--- config.mk ---
export PLATFORM = sky130hd
export DESIGN_NAME = sdio_d1_irq_mon
export DESIGN_NICKNAME = d
export VERILOG_FILES = /design/src/rtl/sdio_d1_irq_pkg.sv /design/src/rtl/sdio_d1_gap_fsm.sv /design/src/rtl/sdio_d1_flag_reg.sv /design/src/rtl/sdio_d1_irq_mon.sv
export SDC_FILE = /design/constraint.sdc
export NUM_CORES = 1
export LEC_CHECK = 0
export BUFFER_PORTS_ARGS = -buffer_cell sky130_fd_sc_hd__buf_4
export CAP_MARGIN = 20
export CORE_AREA = 5 5 42 44
export CTS_CLUSTER_SIZE = 28
export DETAILED_ROUTE_END_ITERATION = 8
export DIE_AREA = 0 0 47 49
export PLACE_DENSITY = 0.41
export SYNTH_ARGS = -nofsm -noshare
export SYNTH_HDL_FRONTEND = slang
export SYNTH_SLANG_ARGS = --single-unit
--- constraint.sdc ---
create_clock -name clk -period 2.4 [get_ports clk]
set_input_delay 0.12 -clock clk [delete_from_list [all_inputs] [get_ports clk]]
set_output_delay 0.12 -clock clk [all_outputs]
set_load 0.005 [all_outputs]
--- src/rtl/sdio_d1_irq_pkg.sv ---
package sdio_d1_irq_pkg;

    typedef enum logic [1:0] {
        GAP_IDLE   = 2'd0,
        GAP_FIRST  = 2'd1,
        GAP_SECOND = 2'd2
    } gap_state_e;

    typedef struct packed {
        gap_state_e st;
    } gap_regs_t;

    typedef struct packed {
        logic pulse;
        logic err;
        logic flag;
    } flag_regs_t;

endpackage

--- src/rtl/sdio_d1_gap_fsm.sv ---
module sdio_d1_gap_fsm
    import sdio_d1_irq_pkg::*;
(
    input  logic       clk,
    input  logic       rst,
    input  logic       gate_on,
    input  logic       sd_tick,
    input  logic       blk_done,
    input  logic       blk_begin,
    input  logic       d1_low,
    input  logic       d1_high,
    output logic       hit,
    output logic       fault,
    output gap_state_e state_o
);

    gap_regs_t q, d;

    always_comb begin
        d     = q;
        hit   = 1'b0;
        fault = 1'b0;
        if (!gate_on) begin
            d.st = GAP_IDLE;
        end else begin
            case (q.st)
                GAP_IDLE: begin
                    if (blk_done) d.st = GAP_FIRST;
                end
                GAP_FIRST: begin
                    if (blk_begin)    d.st = GAP_IDLE;
                    else if (sd_tick) d.st = d1_low ? GAP_SECOND : GAP_IDLE;
                end
                GAP_SECOND: begin
                    if (blk_begin) begin
                        d.st = GAP_IDLE;
                    end else if (sd_tick) begin
                        hit   = d1_high;
                        fault = !d1_high;
                        d.st  = GAP_IDLE;
                    end
                end
                default: d.st = GAP_IDLE;
            endcase
        end
    end

    always_ff @(posedge clk) begin
        if (rst) q <= '{st: GAP_IDLE};
        else     q <= d;
    end

    assign state_o = q.st;

    // leaving 4-bit multi-block mode forces idle
    a_r1_idle_when_off: assert property (@(posedge clk) disable iff (rst)
        !gate_on |=> (q.st == GAP_IDLE));

    // no outcome without an SD clock strobe
    a_r2_tick_only: assert property (@(posedge clk) disable iff (rst)
        !sd_tick |-> (!hit && !fault));

    // a first sample that is not driven low ends the gap
    a_r3_first_low: assert property (@(posedge clk) disable iff (rst)
        (gate_on && q.st == GAP_FIRST && sd_tick && !blk_begin && !d1_low)
        |=> (q.st == GAP_IDLE));

    // start of block closes an open gap
    a_r7_abort: assert property (@(posedge clk) disable iff (rst)
        (q.st != GAP_IDLE && blk_begin) |-> (!hit && !fault) ##1 (q.st == GAP_IDLE));

endmodule

--- src/rtl/sdio_d1_flag_reg.sv ---
module sdio_d1_flag_reg
    import sdio_d1_irq_pkg::*;
(
    input  logic clk,
    input  logic rst,
    input  logic hit,
    input  logic fault,
    input  logic clr,
    output logic pulse,
    output logic err,
    output logic flag
);

    flag_regs_t q, d;

    always_comb begin
        d.pulse = hit;
        d.err   = fault;
        d.flag  = (q.flag && !clr) || hit;
    end

    always_ff @(posedge clk) begin
        if (rst) q <= '0;
        else     q <= d;
    end

    assign pulse = q.pulse;
    assign err   = q.err;
    assign flag  = q.flag;

    // interrupt pulse lasts a single clock
    a_r4_single_pulse: assert property (@(posedge clk) disable iff (rst)
        pulse |=> !pulse);

    // error and interrupt never together
    a_r5_exclusive: assert property (@(posedge clk) disable iff (rst)
        !(pulse && err));

    // flag accompanies every pulse
    a_r8_flag_with_pulse: assert property (@(posedge clk) disable iff (rst)
        pulse |-> flag);

    // flag holds until cleared
    a_r8_flag_hold: assert property (@(posedge clk) disable iff (rst)
        (flag && !clr) |=> flag);

endmodule

--- src/rtl/sdio_d1_irq_mon.sv ---
module sdio_d1_irq_mon
    import sdio_d1_irq_pkg::*;
(
    input  logic clk,
    input  logic rst,
    input  logic sd_tick,
    input  logic dat1_in,
    input  logic dat1_drv,
    input  logic bus_wide4,
    input  logic xfer_multi,
    input  logic blk_done,
    input  logic blk_begin,
    input  logic irq_clr,
    output logic irq_pulse,
    output logic proto_err,
    output logic irq_flag
);

    logic       gate_on;
    logic       d1_low;
    logic       d1_high;
    logic       hit;
    logic       fault;
    gap_state_e gap_st;

    assign gate_on = bus_wide4 && xfer_multi;
    assign d1_low  = dat1_drv && !dat1_in;
    assign d1_high = dat1_drv && dat1_in;

    sdio_d1_gap_fsm u_gap (
        .clk       (clk),
        .rst       (rst),
        .gate_on   (gate_on),
        .sd_tick   (sd_tick),
        .blk_done  (blk_done),
        .blk_begin (blk_begin),
        .d1_low    (d1_low),
        .d1_high   (d1_high),
        .hit       (hit),
        .fault     (fault),
        .state_o   (gap_st)
    );

    sdio_d1_flag_reg u_flag (
        .clk   (clk),
        .rst   (rst),
        .hit   (hit),
        .fault (fault),
        .clr   (irq_clr),
        .pulse (irq_pulse),
        .err   (proto_err),
        .flag  (irq_flag)
    );

    // no indication follows a cycle outside 4-bit multi-block mode
    a_r1_quiet_when_off: assert property (@(posedge clk) disable iff (rst)
        !gate_on |=> (!irq_pulse && !proto_err));

    // an outcome leaves the gap state idle
    a_r6_back_to_idle: assert property (@(posedge clk) disable iff (rst)
        (irq_pulse || proto_err) |-> (gap_st != GAP_SECOND));

endmodule

==> impl_metrics.csv <==
group,metric,value,unit
yosys,yosys-top-cells-area,"dfxtp_1 47%, nand3b_4 9.5%, nor2_1 5.3%",
drt,ant_nets,0,
floorplan,ios,13,
layout,drive_gt1_share,50.0,%
timing,skew,0.000601,ns
setup_path,cpMaxStageDelayCell,"or3_4",
timing,period_share,42.0,%
setup_path,rrSetupSlack,1.39,ns
yosys,synth_seq_cells,5,
clock_network,cts_hold_buf,0,
drt,drt-initial-drc-count,1,
layout,diodes,0,
timing,worst_slew_margin_rel,87.9,%
timing,tns,0,ns
yosys,synthCells,20,
floorplan,coreArea,0.00140,mm2
setup_path,ff2ff_path_depth,3,
clock_network,post_cts_buffers,0,
drt,viasPerCell,4.02,
placed_design,preCtsSetupSlack,1.39,ns
clock_network,htree_levels,1,
worst_hold_path,holdCritPathClass,"input pin to flip-flop",
timing,worstMarginPinSlew,0.179,ns
drt,routedWlPerCell,9.31,um
layout,final_common_cell,"buf_4",
yosys,ys_warn_count,0,
yosys,synth-seq-area-share,47.3,%
power,p_per_area,570,mW/mm2
clock_network,clock_path_buffers,2,
setup_path,r2r_start,"u_gap.state_o[0]$_SDFFE_PP0P_",
drt,wirelength,484,um
drt,vias,209,
timing,final_hold_viol_count,0,
clock_network,cts_buffers,3,
grt,antenna_found_initial,0,
timing,finalSetupViolCount,0,
grt,grt.busiest_layer,"met3",
power,leakagePower,0.148,nW
drt,drc_errors,0,
setup_path,max_stage_delay,0.34,ns
setup_path,required,2.55,ns
setup_path,end_kind,"flip-flop",
floorplan,die_h,49,um
grt,first_global_vias,185,
grt,grt_pass1_wl,696,um
placed_design,portBuffers,12,
yosys,synth_top_area_share,47.3,%
floorplan,die_x,47,um
grt,grt_util_met1,5.51,%
timing,setup_ws,1.39,ns
clock_network,cts.sink_count,5,
layout,seq_area,100,um2
floorplan,die-area,0.00230,mm2
setup_path,cp-startpoint,"u_gap.state_o[0]$_SDFFE_PP0P_",
yosys,synth_area,211,um2
power,ir_drop,0.264,mV
floorplan,start_util,15.1,%
placed_design,dpl.cell_count,48,
clock_network,clk_latency,0.24,ns
setup_path,r2r_end,"u_flag.flag$_SDFF_PP0_",
yosys,netlist-cell-type-count,13,
clock_network,cts.reportedPaths.clkPinSlew,0.04,ns
setup_path,crit_fanout,4,
grt,grt_use_met3,5.54,%
setup_path,start_kind,"flip-flop",
yosys,syn-num-nets,30,
setup_path,crit_end,"u_flag.flag$_SDFF_PP0_",
grt,grt_use_met2,4.98,%
yosys,avgSynthCellArea,10.6,um2
setup_path,cp_cell_sequence,"nand3b_1 > or3_4 > o32ai_1",
yosys,synth_top_area_cell,"dfxtp_1",
timing,fin_crit,1.01,ns
layout,fill_cells,162,
drt,dr.pass1.iters,2,
timing,grt_setup_unrepaired,"false",
floorplan,rows,14,
clock_network,cts_tree,"built",
clock_network,ctsResizeCount,0,
layout,final_cell_mix,"12 x buf_4, 5 x dfxtp_1, 3 x nor2_1, 3 x clkbuf_4, 2 x nor3_1",
grt,grt-ovfl-total,0,
clock_network,cts_root_buf,"clkbuf_4",
grt,grt.total_usage,4.58,%
job,drv_cap,0,
placed_design,place.gp.congestion,0.687,
power,power,0.000198,W
timing,slew_violations,0,
layout,final_cells,52,
setup_path,arrival,1.16,ns
setup_path,setup.worst_path.class,"flip-flop to flip-flop",
layout,area_growth,64.5,%
grt,grt_max_degree,5,
layout,multi_input_area,108,um2
timing,max_freq,991,MHz
layout,final_nets,47,
outcome,outcome,"complete, no violations",
## critical path: cells and delay by family (launching register included)
family | cells | cell delay (ns)
simple gates | 2 | 0.49
flops | 1 | 0.33
compound gates | 1 | 0.10
## worst min-delay path by stage
stage / to / start / depth (start not counted)
after global routing: u_flag.err$_SDFF_PP0_ / dat1_in / 2
after detailed placement: u_flag.err$_SDFF_PP0_ / dat1_in / 2
after floorplan: u_flag.err$_SDFF_PP0_ / dat1_in / 1
after global placement: u_flag.err$_SDFF_PP0_ / dat1_in / 2
final: u_flag.err$_SDFF_PP0_ / dat1_in / 2
after CTS: u_flag.err$_SDFF_PP0_ / dat1_in / 2
## cells by family after synthesis
| family | count (synthesis) | synth area share (%) |
|---|---|---|
| AO/OA/AOI/OAI | 3 | 12.4 |
| buffers and inverters | 1 | 1.77 |
| AND/OR/NAND/NOR | 10 | 33.7 |
| multiplexers | 1 | 4.73 |
| flip-flops | 5 | 47.3 |
## report_power, final
part	switching [W]	internal, W	total, W
Clock	0.0000316	0.0000627	0.0000942
Sequential	0.000000465	0.0000839	0.0000844
Combinational	0.00000745	0.0000123	0.0000198
## flip-flops by register name, indices dropped and copies added (netlist names)
name,cells
u_flag.flag,1
u_flag.pulse,1
u_gap.state_o,2
u_flag.err,1
## stage by stage
step	utilization [%]	hold slack (ns)	instance area (um2)
finish	24.8	0.0622	348
global route	24.8	0.0570	348
CTS	24.8	0.0607	348
detailed placement	22.9	0.313	322
global placement	22.9	0.313	322
floorplan	-	0.197	211
## layout make-up
type	instances	area share (%)
clock buffers	4	7.55
inverters	1	1.08
multi-input cells	14	30.9
flip-flops and latches	5	28.8
well taps	16	5.76
repair buffers	12	25.9
## cells in the mapped netlist
cell,instances
mux2i_1,1
nand2_1,1
inv_1,1
nor2_1,3
dfxtp_1,5
a41oi_1,1
a21oi_2,1
nand3b_4,1
nor3b_1,1
or3_4,1
o32ai_1,1
nor3_1,2
nand3b_1,1
## layer usage
layer | share of wire (%) | vias up | wire length, um
met5 | 0 | - | 0
met4 | 0 | 0 | 0
met3 | 20 | 0 | 95
met2 | 37 | 16 | 178
met1 | 43 | 89 | 210
li1 | - | 104 | -
Power figures use the tool's default switching activity.
